$ cat config.mk
export PLATFORM = sky130hd
export DESIGN_NAME = nand_wp_unit
export DESIGN_NICKNAME = d
export VERILOG_FILES = /design/src/rtl/nand_wp_pkg.sv /design/src/rtl/nand_wp_window_bank.sv /design/src/rtl/nand_wp_cmd_ctrl.sv /design/src/rtl/nand_wp_op_gate.sv /design/src/rtl/nand_wp_unit.sv
export SDC_FILE = /design/constraint.sdc
export NUM_CORES = 1
export LEC_CHECK = 0
export ABC_AREA = 1
export ABC_CLOCK_PERIOD_IN_PS = 1900
export BUFFER_PORTS_ARGS = -buffer_cell sky130_fd_sc_hd__buf_4
export CORE_ASPECT_RATIO = 0.6
export CORE_MARGIN = 10
export CORE_UTILIZATION = 40
export DETAILED_ROUTE_END_ITERATION = 16
export GPL_TIMING_DRIVEN = 1
export RECOVER_POWER = 50
export SLEW_MARGIN = 10
export SYNTH_ARGS = -nofsm -noshare
export SYNTH_HDL_FRONTEND = slang
export SYNTH_SLANG_ARGS = --single-unit
$ cat constraint.sdc
create_clock -name clk -period 1.9 [get_ports clk]
set_input_delay 0.095 -clock clk [delete_from_list [all_inputs] [get_ports clk]]
set_output_delay 0.095 -clock clk [all_outputs]
set_load 0.01 [all_outputs]
$ cat src/rtl/nand_wp_pkg.sv
package nand_wp_pkg;

    typedef enum logic [1:0] {
        OP_READ    = 2'd0,
        OP_PROGRAM = 2'd1,
        OP_ERASE   = 2'd2,
        OP_OTHER   = 2'd3
    } op_kind_e;

    typedef enum logic [1:0] {
        ACT_NONE   = 2'd0,
        ACT_ENABLE = 2'd1,
        ACT_DISABLE = 2'd2,
        ACT_FREEZE = 2'd3
    } prot_act_e;

    localparam int CMD_FREEZE_BIT  = 0;
    localparam int CMD_DISABLE_BIT = 1;
    localparam int CMD_ENABLE_BIT  = 2;
    localparam int CMD_MASK_LSB    = 8;
    localparam int CFG_BUF_BIT     = 1;

    // Highest-priority action wins: freeze, then disable, then enable.
    function automatic prot_act_e pick_action(input logic [2:0] bits);
        if (bits[CMD_FREEZE_BIT])       return ACT_FREEZE;
        else if (bits[CMD_DISABLE_BIT]) return ACT_DISABLE;
        else if (bits[CMD_ENABLE_BIT])  return ACT_ENABLE;
        else                            return ACT_NONE;
    endfunction

    function automatic logic needs_permit(input op_kind_e kind);
        return kind != OP_READ;
    endfunction

endpackage

$ cat src/rtl/nand_wp_window_bank.sv
module nand_wp_window_bank
    import nand_wp_pkg::*;
#(
    parameter int NUM_WIN = 4,
    parameter int BLK_W   = 16,
    parameter int DATA_W  = 16,
    parameter int SEL_W   = 4
) (
    input  logic               clk,
    input  logic               rst,
    input  logic               wr_en,
    input  logic [SEL_W-1:0]   wr_sel,
    input  logic [DATA_W-1:0]  wr_data,
    input  logic [NUM_WIN-1:0] en_set,
    input  logic [NUM_WIN-1:0] en_clr,
    input  logic [BLK_W-1:0]   query_blk,
    output logic [NUM_WIN-1:0] hit
);

    for (genvar w = 0; w < NUM_WIN; w++) begin : g_win
        logic [BLK_W-1:0] first_q;
        logic [BLK_W-1:0] last_q;
        logic             on_q;

        always_ff @(posedge clk) begin
            if (rst) begin
                first_q <= '0;
                last_q  <= '0;
                on_q    <= 1'b0;
            end else begin
                if (wr_en && wr_sel == SEL_W'(2 * w))
                    first_q <= wr_data[BLK_W-1:0];
                if (wr_en && wr_sel == SEL_W'(2 * w + 1))
                    last_q <= wr_data[BLK_W-1:0];
                if (en_clr[w])
                    on_q <= 1'b0;
                else if (en_set[w])
                    on_q <= 1'b1;
            end
        end

        assign hit[w] = on_q && (query_blk >= first_q) && (query_blk <= last_q);
    end

endmodule

$ cat src/rtl/nand_wp_cmd_ctrl.sv
module nand_wp_cmd_ctrl
    import nand_wp_pkg::*;
#(
    parameter int NUM_WIN = 4,
    parameter int DATA_W  = 16,
    parameter int SEL_W   = 4
) (
    input  logic               clk,
    input  logic               rst,
    input  logic               wr_en,
    input  logic [SEL_W-1:0]   wr_sel,
    input  logic [DATA_W-1:0]  wr_data,
    input  logic               host_req,
    output logic               win_wr_en,
    output logic [NUM_WIN-1:0] en_set,
    output logic [NUM_WIN-1:0] en_clr,
    output logic               frozen,
    output logic               buf_grant
);

    localparam int SEL_CMD = 2 * NUM_WIN;
    localparam int SEL_CFG = SEL_CMD + 1;
    localparam logic [DATA_W-1:0] CMD_LEGAL =
        DATA_W'(7) | (DATA_W'((1 << NUM_WIN) - 1) << CMD_MASK_LSB);
    localparam logic [DATA_W-1:0] CFG_LEGAL = DATA_W'(1) << CFG_BUF_BIT;

    logic               frozen_q;
    logic               buf_open_q;
    logic               cmd_wr;
    logic               cfg_wr;
    prot_act_e          act;
    logic [NUM_WIN-1:0] raw_mask;
    logic [NUM_WIN-1:0] eff_mask;

    assign cmd_wr = wr_en && (wr_sel == SEL_W'(SEL_CMD))
                    && ((wr_data & ~CMD_LEGAL) == '0);
    assign cfg_wr = wr_en && (wr_sel == SEL_W'(SEL_CFG))
                    && ((wr_data & ~CFG_LEGAL) == '0);

    assign act      = pick_action(wr_data[2:0]);
    assign raw_mask = wr_data[CMD_MASK_LSB +: NUM_WIN];
    assign eff_mask = (raw_mask == '0) ? '1 : raw_mask;

    always_comb begin
        en_set = '0;
        en_clr = '0;
        if (cmd_wr && !frozen_q) begin
            if (act == ACT_ENABLE)  en_set = eff_mask;
            if (act == ACT_DISABLE) en_clr = eff_mask;
        end
    end

    always_ff @(posedge clk) begin
        if (rst) begin
            frozen_q   <= 1'b0;
            buf_open_q <= 1'b0;
        end else begin
            if (cmd_wr && act == ACT_FREEZE)
                frozen_q <= 1'b1;
            if (cfg_wr)
                buf_open_q <= wr_data[CFG_BUF_BIT];
        end
    end

    assign win_wr_en = wr_en && !frozen_q;
    assign frozen    = frozen_q;
    assign buf_grant = host_req && buf_open_q;

endmodule

$ cat src/rtl/nand_wp_op_gate.sv
module nand_wp_op_gate
    import nand_wp_pkg::*;
#(
    parameter int NUM_WIN = 4,
    parameter int BLK_W   = 16
) (
    input  logic               clk,
    input  logic               rst,
    input  logic               req_valid,
    input  op_kind_e           req_kind,
    input  logic [BLK_W-1:0]   req_blk,
    input  logic [NUM_WIN-1:0] hit,
    output logic               out_valid,
    output op_kind_e           out_kind,
    output logic [BLK_W-1:0]   out_blk,
    output logic               deny_pulse,
    output logic               fail_flag
);

    logic allowed;

    assign allowed = !needs_permit(req_kind) || (|hit);

    always_ff @(posedge clk) begin
        if (rst) begin
            out_valid  <= 1'b0;
            out_kind   <= OP_READ;
            out_blk    <= '0;
            deny_pulse <= 1'b0;
            fail_flag  <= 1'b0;
        end else begin
            out_valid  <= req_valid && allowed;
            out_kind   <= req_kind;
            out_blk    <= req_blk;
            deny_pulse <= req_valid && !allowed;
            if (req_valid && !allowed)
                fail_flag <= 1'b1;
        end
    end

endmodule

$ cat src/rtl/nand_wp_unit.sv
module nand_wp_unit
    import nand_wp_pkg::*;
#(
    parameter int NUM_WIN = 4,
    parameter int BLK_W   = 16,
    parameter int DATA_W  = 16,
    parameter int SEL_W   = $clog2(2 * NUM_WIN + 2)
) (
    input  logic              clk,
    input  logic              rst,
    input  logic              reg_we,
    input  logic [SEL_W-1:0]  reg_sel,
    input  logic [DATA_W-1:0] reg_wdata,
    input  logic              op_valid,
    input  logic [1:0]        op_kind,
    input  logic [BLK_W-1:0]  op_block,
    input  logic              host_buf_wr,
    output logic              buf_wr_grant,
    output logic              fwd_valid,
    output logic [1:0]        fwd_kind,
    output logic [BLK_W-1:0]  fwd_block,
    output logic              op_denied,
    output logic              fail_sticky,
    output logic              tight_locked
);

    logic               win_wr_en;
    logic [NUM_WIN-1:0] en_set;
    logic [NUM_WIN-1:0] en_clr;
    logic [NUM_WIN-1:0] hit;
    op_kind_e           kind_in;
    op_kind_e           kind_out;

    assign kind_in  = op_kind_e'(op_kind);
    assign fwd_kind = kind_out;

    nand_wp_cmd_ctrl #(
        .NUM_WIN(NUM_WIN), .DATA_W(DATA_W), .SEL_W(SEL_W)
    ) u_ctrl (
        .clk(clk), .rst(rst),
        .wr_en(reg_we), .wr_sel(reg_sel), .wr_data(reg_wdata),
        .host_req(host_buf_wr),
        .win_wr_en(win_wr_en), .en_set(en_set), .en_clr(en_clr),
        .frozen(tight_locked), .buf_grant(buf_wr_grant)
    );

    nand_wp_window_bank #(
        .NUM_WIN(NUM_WIN), .BLK_W(BLK_W), .DATA_W(DATA_W), .SEL_W(SEL_W)
    ) u_bank (
        .clk(clk), .rst(rst),
        .wr_en(win_wr_en), .wr_sel(reg_sel), .wr_data(reg_wdata),
        .en_set(en_set), .en_clr(en_clr),
        .query_blk(op_block), .hit(hit)
    );

    nand_wp_op_gate #(
        .NUM_WIN(NUM_WIN), .BLK_W(BLK_W)
    ) u_gate (
        .clk(clk), .rst(rst),
        .req_valid(op_valid), .req_kind(kind_in), .req_blk(op_block),
        .hit(hit),
        .out_valid(fwd_valid), .out_kind(kind_out), .out_blk(fwd_block),
        .deny_pulse(op_denied), .fail_flag(fail_sticky)
    );

endmodule

# Yosys cells after proc, flatten, opt, wreduce, memory -nomap -nowiden
# Index checks and enable logic that the tools add are counted.
# W data, S select, Z words.
# op_classes
magnitude_cmp	8
muxes	8
eq_ne	12
n_reduce_logical	40
# op_table
cell	n
$ge A16 B16 Y1	4
$le A16 B16 Y1	4
$logic_not A16 Y1	2
$logic_and A1 B1 Y1	26
$mux W4	5
$eq A4 B3 Y1 const B	4
$eq A4 B2 Y1 const B	2
$eq A4 B4 Y1 const B	2
$logic_not A4 Y1	2
$reduce_or A2 Y1	4
$eq A2 B2 Y1 const B	2
$eq A4 B1 Y1 const B	1
$mux W2	2
$reduce_or A4 Y1	1
$logic_not A1 Y1	3
$eq A2 B1 Y1 const B	1
$reduce_bool A2 Y1	1
$logic_or A1 B1 Y1	1
$mux W1	1
# totals
elab_cells	87
output_inout_bits	23
reg_bits	155

# Logic depth before layout (Yosys ltp)
# Gate-level depths: netlist of run 1.
# depth
word_depth	7
depth_mapped	16
depth_no_buf	16

# Hierarchy
# A second synthesis of run 1 with hierarchy kept.
# hier_totals
hier_cells	1189
hier_area_um2	9026.2
# by_module_without_submodules
mod	seq_area_each_um2	n_inst	area_each_um2	cells_each
nand_wp_window_bank	2642.5	1	8071.5	1054
nand_wp_op_gate	420.4	1	634.4	72
nand_wp_cmd_ctrl	40.0	1	320.3	63

# Worst setup path after synthesis of run 1
# No wires, ideal clock.
# synth_path
path_type	reg-to-reg
from	register u_bank.g_win[2].last_q[15]
to	register u_gate.fail_flag
period_less_slack_ps	1543
slack_ps	357
path_stages_with_launch	16
t_required_ps	1785
t_arrival_ps	1428
path_buffers	0
cell_sequence	dfxtp_1 inv_1 ha_1 nand2_1 inv_1 nand3_1 nor3_1 inv_1 nor2_1 inv_1 nand2_1 inv_1 nor2_1 nor2_1 nand3_1 nand2_1
# synth_via
elab_chain_cells	6
# synth_lines
item	line	rtl
start, declared	nand_wp_window_bank.sv:22	logic [BLK_W-1:0] last_q;
start signal, assigned	nand_wp_window_bank.sv:34	last_q <= wr_data[BLK_W-1:0];
$le A16 B16 Y1	nand_wp_window_bank.sv:42	assign hit[w] = on_q && (query_blk >= first_q) && (query_blk <= last_q);
$logic_and A1 B1 Y1	nand_wp_window_bank.sv:42	
$reduce_or A4 Y1	nand_wp_op_gate.sv:22	assign allowed = !needs_permit(req_kind) || (|hit);
$logic_or A1 B1 Y1	nand_wp_op_gate.sv:22	
$logic_not A1 Y1	nand_wp_op_gate.sv:36	if (req_valid && !allowed)
$logic_and A1 B1 Y1	nand_wp_op_gate.sv:36	
end signal, assigned	nand_wp_op_gate.sv:30	fail_flag <= 1'b0;
end signal, assigned	nand_wp_op_gate.sv:37	fail_flag <= 1'b1;
end, declared	nand_wp_op_gate.sv:17	output logic fail_flag
# No other way between the ends.
# A chain may end at the register's enable or synchronous reset.

# Worst setup path after layout of run 1
# layout_path
from	input op_block[14]
to	register u_gate.fail_flag
# layout_via
elab_chain_cells	7
elab_cells_between_ends	20
cone_classes	8 x order compare; 12 x reduce/logical
# layout_lines
item	line	rtl
start, declared	nand_wp_unit.sv:16	input logic [BLK_W-1:0] op_block,
$ge A16 B16 Y1	nand_wp_window_bank.sv:42	
$logic_and A1 B1 Y1 (2 in series)	nand_wp_window_bank.sv:42	
$reduce_or A4 Y1 (*)	nand_wp_op_gate.sv:22	
$logic_or A1 B1 Y1 (*)	nand_wp_op_gate.sv:22	
$logic_not A1 Y1 (*)	nand_wp_op_gate.sv:36	
$logic_and A1 B1 Y1 (*)	nand_wp_op_gate.sv:36	
# Mark *: on every way between the ends. The rest lies on a longest branch, timed or not.

==> results of run 1 <==
[cell usage after synthesis]
master	count	share of area [%]
a21boi_0	3	0.26
a21oi_1	188	11
a41oi_1	2	0.21
and2_1	2	0.15
buf_1	1	0.044
buf_2	5	0.29
buf_4	1	0.088
clkbuf_1	34	1.5
clkbuf_2	1	0.059
dfxtp_1	155	36
ha_1	128	19
inv_1	211	9.3
nand2_1	148	6.5
nand3_1	17	1.0
nand4_1	16	1.2
nor2_1	62	2.7
nor2_2	2	0.15
nor3_1	8	0.47
nor4_1	2	0.15
nor4_4	1	0.25
o21a_1	5	0.44
o21ai_0	144	8.4
o21bai_1	9	0.79
[cell type report]
type | count | area [um2]
well taps | 279 | 349.1
multi-input cells | 737 | 4642
clock buffers | 21 | 470.5
flip-flops and latches | 155 | 3107
repair buffers | 110 | 819.5
clock inverters | 11 | 118.9
fillers | 2085 | 10680
inverters | 211 | 792.0
[stage by stage]
| stage | cells | power, uW | utilization, % |
|---|---|---|---|
| after floorplan | 1145 | 4022 | - |
| after global placement | 1465 | 4445 | 44.61 |
| after detailed placement | 1465 | 4468 | 44.61 |
| after CTS | 1521 | 7949 | 48.60 |
| after global routing | 1524 | 8281 | 49.08 |
| final | 1524 | 7935 | 49.08 |
[kinds of logic (layout without fill, tap and decap cells)]
| family | Yosys count | in the layout |
|---|---|---|
| adder cells (fa/ha/maj) | 128 | 128 |
| flip-flops | 155 | 155 |
| buffers and inverters | 253 | 353 |
| AND/OR/NAND/NOR | 258 | 258 |
| AO/OA/AOI/OAI | 351 | 351 |
[flip-flops by register name, indices dropped and copies added, names as in the netlist]
name and count:
u_bank.g_win.first_q 64, u_bank.g_win.last_q 64, u_gate.out_blk 16, u_bank.g_win.on_q 4, u_gate.out_kind 2, u_ctrl.buf_open_q 1, u_ctrl.frozen 1, u_gate.deny_pulse 1
u_gate.fail_flag 1, u_gate.out_valid 1
[where the power goes]
group | switching [uW] | leakage, uW | internal, uW | total [uW]
logic | 694 | 0.00285 | 424 | 1120
registers | 24.9 | 0.00126 | 3330 | 3360
clock network | 1430 | 0.000281 | 2030 | 3460
total | 2150 | 0.00439 | 5790 | 7940
[routing by layer]
| layer | part of all wire, % | up-vias |
|---|---|---|
| met1 | 54 | 3495 |
| met3 | 6.3 | 24 |
| met4 | 0.98 | 0 |
| li1 | - | 3939 |
| met2 | 39 | 188 |
| met5 | 0 | - |
[path summary, 6_finish.rpt]
| path | start | slack (ns) | cells past startpoint | to |
|---|---|---|---|---|
| min | reg_wdata[2] | 0.02 | 3 | u_bank.g_win[3].last_q[2] |
| min reg2reg | u_bank.g_win[1].first_q[0] | 0.45 | 2 | u_bank.g_win[1].first_q[0] |
| max | op_block[14] | 0.03 | 12 | u_gate.fail_flag |
| max reg2reg | u_bank.g_win[1].first_q[15] | 0.04 | 11 | u_gate.fail_flag |
[worst reg2reg max path, cell delays in order, from the launching register on]
cell	delay, ns
dfxtp_1	0.31
inv_1	0.05
ha_1	0.31
nand4_1	0.26
a21oi_2	0.29
nor2_1	0.09
a21oi_1	0.15
nand2_1	0.06
nand2_1	0.07
nor2_2	0.05
nand3_2	0.07
nand2_1	0.05
[repair_timing]
action                                  CTS  global route
pin swaps                                 0            13
hold endpoints to repair                 25             0
gates resized for setup                   2            44
hold buffers                             24             0
endpoints found under the setup margin    2             3
buffers inserted                          0             1
cloned                                    0             2
==> results.cfg, run 1 <==
[setup_path]
path_common_cell = nand2_1
path_cells = dlygate4sd3_1 > buf_6 > ha_1 > nand4_1 > a21oi_2 > nor2_1 > a21oi_1 > nand2_1 > nand2_1 > nor2_2 > nand3_2 > nand2_1
worst_ep_required_time_ns = 2.23
max_stage_delay_ns = 0.55
worstPathArrival_ns = 2.19
criticalPathCategory = input pin to flip-flop
worst_setup_path_start_kind = input pin
cp_num_buf_inv = 2
end_kind = flip-flop
crit_family = buffers and inverters
crit_fanout = 9
cp_slowest_cell = dlygate4sd3_1

[clock_network]
htreeDepth = 4
clk_pin_slew_worst_paths_ns = 0.06
clock_sinks = 155
cts_buffer_depth = 2
cts_root_buffer = clkbuf_16
clk_latency_ns = 0.44
cts_tree = yes
cts_inserted_buffers = 17

[cells_and_area]
most-common-layout-cells = inv_1, a21oi_1, dfxtp_1, nand2_1, o21ai_0
design_area_mm2 = 0.01030
final_common_cell = inv_1
drive_above_1_share_pct = 10.28
syn_to_final_growth_pct = 20.53
diodes = 0
nNetsFinal = 1403

[synth]
syn_area_per_cell_um2 = 7.462
synth-adder-area-share_pct = 18.74
synth_compound_area_share_pct = 21.15
synth.distinct_cells = 23
ys_warn_count = 0
synth-seq-cells = 155
synthSimpleGateAreaFrac_pct = 12.55
synth.net_count = 1316
synthXorXnorAreaFrac_pct = 0
synth.area.mux_share_pct = 0
yosysSeqAreaShare_pct = 36.32
synth_cells = 1145
synth_top_family_by_area = compound AO/OA/AOI/OAI gates
netlist_area_mm2 = 0.008544

[routing]
via_per_inst = 5.017
num_vias = 7646
wirelength_mm = 25.74
ant_nets = 0
drt_pass1_iterations = 6
drtIter0Drc = 611
wl_per_cell_um = 16.89
drt_drc_violations_left = 0

[timing]
hold_ws_ns = 0.01916
hold_viol_final = 0
tns_ns = 0
min_period_over_period_pct = 98.28
worst_pin_slew_ns = 1.307
finalClockSkew_ns = 0.009921
fmax_mhz = 535.5
fin_crit_ns = 1.867
relSlewSlack_pct = 12.86
worst_slack_ns = 0.03259
slew_violations = 0
setup_viol = 0

[global_routing]
grt_pass1_vias = 6984
use_met3_pct = 3.945
grt_max_degree = 93
use_met2_pct = 24.36
antenna_found_initial = 1
grt.total_usage_pct = 18.08
grt_use_met1_pct = 27.72
grt_pass1_wl_mm = 39.73
grt-busiest-layer = met1
grt_overflow = 0

[placement]
place_congestion = 0.8802
io_buffer_count = 65
post-place-ws_ns = -0.03782
dp_hpwl_mm = 17.92
placed_area_mm2 = 0.009360

[power]
powerDensity_mw_per_mm2 = 770.5
peakVddDrop_mv = 0.6214
p_leak_uw = 0.004389

[floorplan]
die-area_mm2 = 0.02780
die_w_um = 208.7
initial_core_util_pct = 40.72
die_h_um = 133.2
num_io_pins = 66
core_area_mm2 = 0.02098
fp-row-count = 41

[flow_run]
max_cap_viol_count = 0

[run_status]
status = complete, no violations

[min_path]
min_path_type = input pin to flip-flop
(Power assumes the default switching activity.)
==> inputs of run 2 (changes only) <==
SYNTH_HIERARCHICAL = 1   (was unset)
==> run 2 against run 1 <==
Effect of this change: synthesized cell count increased by 3.8%; clock skew decreased by 0.0019 ns; via count up 0.46%; critical path type unchanged; critical path depth unchanged; area after synthesis is 5.6% higher.
==> results.cfg, run 2 <==
[floorplan]
initial_core_util_pct = 40.80
die-area_mm2 = 0.02917
die_w_um = 213.9
num_io_pins = 66
fp-row-count = 42
core_area_mm2 = 0.02212
die_h_um = 136.4

[min_path]
min_delay_path_depth = 4
hold_end = u_bank/g_win[0].first_q[0]
hp-start = reg_sel[1]
min_path_type = input pin to flip-flop

[routing]
wl_per_cell_um = 16.33
wirelength_mm = 25.67
drt_pass1_iterations = 5
via_per_inst = 4.886
num_vias = 7681
ant_nets = 0
drt_drc_violations_left = 0
drtIter0Drc = 567

[synth]
synth.most_common_cell = nor2_1
synth_cells = 1189
syn_area_per_cell_um2 = 7.591
synth_area_leaders = dfxtp_1, ha_1, nor2_1
synth-seq-cells = 155
synthTopCellsByCount = nor2_1, inv_1, nand2_1, dfxtp_1, ha_1
netlist_area_mm2 = 0.009026
yosysTopAreaCellShare_pct = 34.38
ys.flop_type = dfxtp_1
ys_warn_count = 6
synth.net_count = 1360
synth_top_cell_by_area = dfxtp_1
synth.distinct_cells = 28
synth-edff-count = 0
yosysSeqAreaShare_pct = 34.38
async_flop_share_pct = 0

[timing]
slew_violations = 0
finalClockSkew_ns = 0.007972
min_period_over_period_pct = 95.09
worst_pin_slew_ns = 1.095
fmax_mhz = 553.5
relSlewSlack_pct = 27.00
tns_ns = 0
hold_viol_final = 0
setup_viol = 0
hold_ws_ns = 0.02357
fin_crit_ns = 1.807

[power]
p_total_uw = 8080
powerDensity_mw_per_mm2 = 756.6
p_leak_uw = 0.004520
peakVddDrop_mv = 0.6289

[cells_and_area]
drive_above_1_share_pct = 12.66
nFillCells = 2167
fin_cells = 1572
top_regs = u_bank/g_win.first_q: 64 flops, u_bank/g_win.last_q: 64 flops, u_gate/out_blk: 16 flops
final_core_util_pct = 48.27
diodes = 0
most-common-layout-cells = nor2_1, inv_1, nand2_1, dfxtp_1, ha_1
final_common_cell = nor2_1
syn_to_final_growth_pct = 18.31
nNetsFinal = 1423

[global_routing]
antenna_found_initial = 0
grt.total_usage_pct = 17.09
grt_max_degree = 57
grt_pass1_wl_mm = 39.47
grt_pass1_vias = 7293
grt_overflow = 0

[placement]
place_congestion = 0.8402
dp_hpwl_mm = 17.24
io_buffer_count = 65
post-place-cells = 1513

[clock_network]
cts_root_buffer = clkbuf_16
cts_buffer_depth = 2
htreeDepth = 4
cts_tree = yes
clock_sinks = 155
cts_setup_buffers = 0
clk_latency_ns = 0.42
cts_inserted_buffers = 17
clk_pin_slew_worst_paths_ns = 0.07

[setup_path]
worst_setup_path_start_kind = input pin
worstPathArrival_ns = 2.12
ff2ff_setup_slack_ns = 0.10
setup.worst_path.start = op_block[12]
r2r_cells = 11
r2r-start = u_bank/g_win[1].first_q[13]
criticalPathCategory = input pin to flip-flop
worst_ep_required_time_ns = 2.21
reg2reg_to = u_gate/fail_flag
crit_fanout = 9
end_kind = flip-flop

[run_status]
status = complete, no violations

[flow_run]
max_cap_viol_count = 0
==> run 2: stage by stage <==
step	setup slack, ns	area [um2]
floorplan	0.4091	9026
global placement	0.06963	9684
detailed placement	0.04258	9684
CTS	0.001233	10540
global route	-0.01015	10680
finish	0.09335	10680
==> run 2: critical path: stages <==
cell,delay [ns]
dlygate4sd3_1,0.55
buf_6,0.16
ha_4,0.26
nand4_1,0.15
nor3_2,0.26
nand2_1,0.10
nand2_2,0.12
nand2_2,0.08
nor2_4,0.11
nor2_4,0.05
nand4_1,0.11
nand2_1,0.06
==> run 2: cell families after synthesis <==
kind of cell	Yosys count	synth area share (%)
adder cells (fa/ha/maj)	128	17.74
flip-flops	155	34.38
buffers and inverters	263	11.94
AO/OA/AOI/OAI	201	16.29
AND/OR/NAND/NOR	442	19.66
==> run 2: worst max-delay path by stage <==
stage                       endpoint  slack [ns]  depth (start not counted)
floorplan           u_gate/out_valid        0.41                         16
global placement    u_gate/fail_flag        0.07                         13
detailed placement  u_gate/fail_flag        0.04                         11
CTS                 u_gate/fail_flag       0.001                         11
global route        u_gate/fail_flag       -0.01                         16
finish              u_gate/fail_flag        0.09                         12
==> run 2: per-layer routing <==
layer / global-route usage, % / routed length (um) / vias to the layer above
met2: 27.58 / 11190 / 163
met1: 23.35 / 13050 / 3518
met5: 0 / 0 / -
li1: - / - / 3984
met3: 2.973 / 1168 / 16
met4: 3.869 / 263 / 0
==> run 2: area by class of cell <==
cell class,instances,area [um2],share of cell area [%]
Clock buffer,20,446.7,4.183
Clock inverter,11,170.2,1.593
Inverter,206,773.2,7.241
Multi-Input combinational cell,771,5014,46.95
Sequential cell,155,3103,29.06
Tap cell,308,385.4,3.609
Timing Repair Buffer,101,787.0,7.370
==> run 2: power by group <==
part / total [uW] / leakage, uW / switching, uW / internal, uW
combinational: 1110 / 0.00297 / 691 / 418
sequential: 3350 / 0.00126 / 22.0 / 3330
clock: 3620 / 0.000292 / 1390 / 2230
==> run 2: repair_timing <==
item                                    4_1_cts  5_1_grt
hold endpoints to repair                     23        0
endpoints found under the setup margin        0        3
hold buffers                                 24        0
resized for setup                             0       54
==> inputs of run 3 (changes only) <==
ABC_CLOCK_PERIOD_IN_PS = 1800   (was 1900)
clock period = 1.8 ns   (was 1.9 ns; I/O delays follow)
==> run 3 against run 2 <==
Effect of this change: cell area is 5.2% higher; via count up 1.7%; clock power increased by 2%; largest cell class unchanged; cell count increased by 1.1%; largest power group unchanged; count of clock-buffer cells in the layout did not move; hold slack better by 0.00082 ns; total power grew 5.7%; utilization rose by 2.5 points; first-iteration DRC count down 21%; sequential cell count did not move; die area unchanged.
==> results.cfg, run 3 (synthesis results as in run 2) <==
[run_status]
status = complete, no violations

[timing]
fin_crit_ns = 1.758
rsz0062_at_grt = true
fmax_mhz = 568.9
setup_viol = 0
tns_ns = 0
min_period_over_period_pct = 97.65
hold_ws_ns = 0.02439
relSlewSlack_pct = 37.36
worst_pin_slew_ns = 0.9396
finalClockSkew_ns = 0.01039
hold_viol_final = 0
slew_violations = 0

[routing]
ant_nets = 0
wirelength_mm = 25.94
drt_pass1_iterations = 5
num_vias = 7815
wl_per_cell_um = 16.32
drt_drc_violations_left = 0
via_per_inst = 4.918
drtIter0Drc = 448

[power]
p_leak_uw = 0.004608
switching_share_pct = 27.53
p_clk_share_pct = 43.5
seq_power_share_pct = 41.4
peakVddDrop_mv = 0.6768
p_switching_uw = 2352
cell_internal_pwr_uw = 6190
p_comb_share_pct = 15.1
powerDensity_mw_per_mm2 = 760.6

[setup_path]
max_stage_delay_ns = 0.31
cp_slowest_cell = dfxtp_1
worst_ep_required_time_ns = 2.13
worstPathArrival_ns = 2.09
crit_family = compound AO/OA/AOI/OAI gates
crit_fanout = 2
path_cells = inv_1 > ha_1 > a21oi_1 > o21ai_0 > a21oi_1 > a21oi_2 > buf_4 > nor2_2 > nor2_2 > nand4_1 > nand2_1
cp_num_buf_inv = 2
end_kind = flip-flop
criticalPathCategory = flip-flop to flip-flop
worst_setup_path_start_kind = flip-flop

[clock_network]
clock_sinks = 155
cts_root_buffer = clkbuf_16
cts_inserted_buffers = 17
cts_tree = yes
cts_buffer_depth = 2
clk_pin_slew_worst_paths_ns = 0.06
clk_latency_ns = 0.44
htreeDepth = 4

[floorplan]
core_area_mm2 = 0.02212
die_w_um = 213.9
die_h_um = 136.4
die-area_mm2 = 0.02917
initial_core_util_pct = 40.80
num_io_pins = 66
fp-row-count = 42

[cells_and_area]
most-common-layout-cells = nor2_1, inv_1, nand2_1, dfxtp_1, a211oi_1
nNetsFinal = 1439
drive_above_1_share_pct = 21.16
diodes = 0
final_common_cell = nor2_1
top_regs = u_bank/g_win.first_q: 64 flops, u_bank/g_win.last_q: 64 flops, u_gate/out_blk: 16 flops
syn_to_final_growth_pct = 24.43
design_area_mm2 = 0.01123

[global_routing]
grt_pass1_vias = 7199
grt.total_usage_pct = 16.77
antenna_found_initial = 0
grt_overflow = 0
grt_pass1_wl_mm = 38.79
grt_max_degree = 45

[placement]
io_buffer_count = 65
place_congestion = 0.8130
placed_area_mm2 = 0.009812
dp_hpwl_mm = 17.32

[min_path]
min_path_type = input pin to flip-flop

[flow_run]
max_cap_viol_count = 0
run 3: cell types whose count changed in the layout (fill, tap and decap cells not counted), sizes merged:
cell          change
dlymetal6s4s      -1
bufinv            -2
inv               +1
dlygate4sd3       -3
buf              +20
clkinv            +1
clkinvlp          +1
run 3: what timing repair did:
action                                  in CTS  in global routing
hold endpoints to repair                    22                  0
hold buffers                                20                  0
buffers inserted                             0                  4
pin swaps                                    6                 48
gates cloned                                 0                  3
endpoints found under the setup margin       3                  5
resized for setup                            7                130
run 3: routing by layer:
layer / global-route usage [%] / up-vias / wire (um)
met1: 23.51 / 3639 / 13190
met3: 3.084 / 16 / 1040
met2: 26.02 / 131 / 11440
met4: 4.027 / 0 / 269
li1: - / 4029 / -
met5: 0 / - / 0
run 3: worst paths after layout:
kind	from	to	slack, ns	depth (start not counted)
worst max-delay path	u_bank/g_win[1].last_q[13]	u_gate/fail_flag	0.04	11
worst min-delay path	reg_wdata[15]	u_bank/g_win[2].first_q[15]	0.02	3
worst max register to register	u_bank/g_win[1].last_q[13]	u_gate/fail_flag	0.04	11
worst min register to register	u_bank/g_win[2].first_q[0]	u_bank/g_win[2].first_q[0]	0.47	2
run 3: cell type report:
cell class	count	area, um2
clock buffers	20	466.7
clock inverters	12	138.9
fillers	2106	10890
inverters	206	775.7
multi-input cells	771	5503
flip-flops and latches	155	3113
well taps	308	385.4
repair buffers	117	848.3
run 3: tightest hold or removal path: cells and delay by family:
family | cells | cell delay [ns]
AOI/OAI and AO/OA | 1 | 0.05
buffers and inverters | 1 | 0.17
and+or+nand+nor | 1 | 0.11
run 3: power by group through the flow:
stage	combinational, uW	sequential [uW]	clock [uW]
after floorplan	657	3620	0
after global placement	1070	3610	0
after detailed placement	1090	3620	0
after CTS	1140	3540	3800
after global routing	1450	3550	3930
final	1290	3540	3710
run 3: per-stage QoR:
stage | setup WS, ns | utilization (%) | cells | power (uW)
finish | 0.04223 | 50.76 | 1589 | 8542
floorplan | 0.3091 | - | 1189 | 4281
CTS | -0.0007103 | 48.07 | 1582 | 8476
detailed placement | -0.05604 | 44.35 | 1530 | 4704
global placement | -0.01242 | 44.35 | 1530 | 4689
global route | -0.04796 | 50.76 | 1589 | 8922
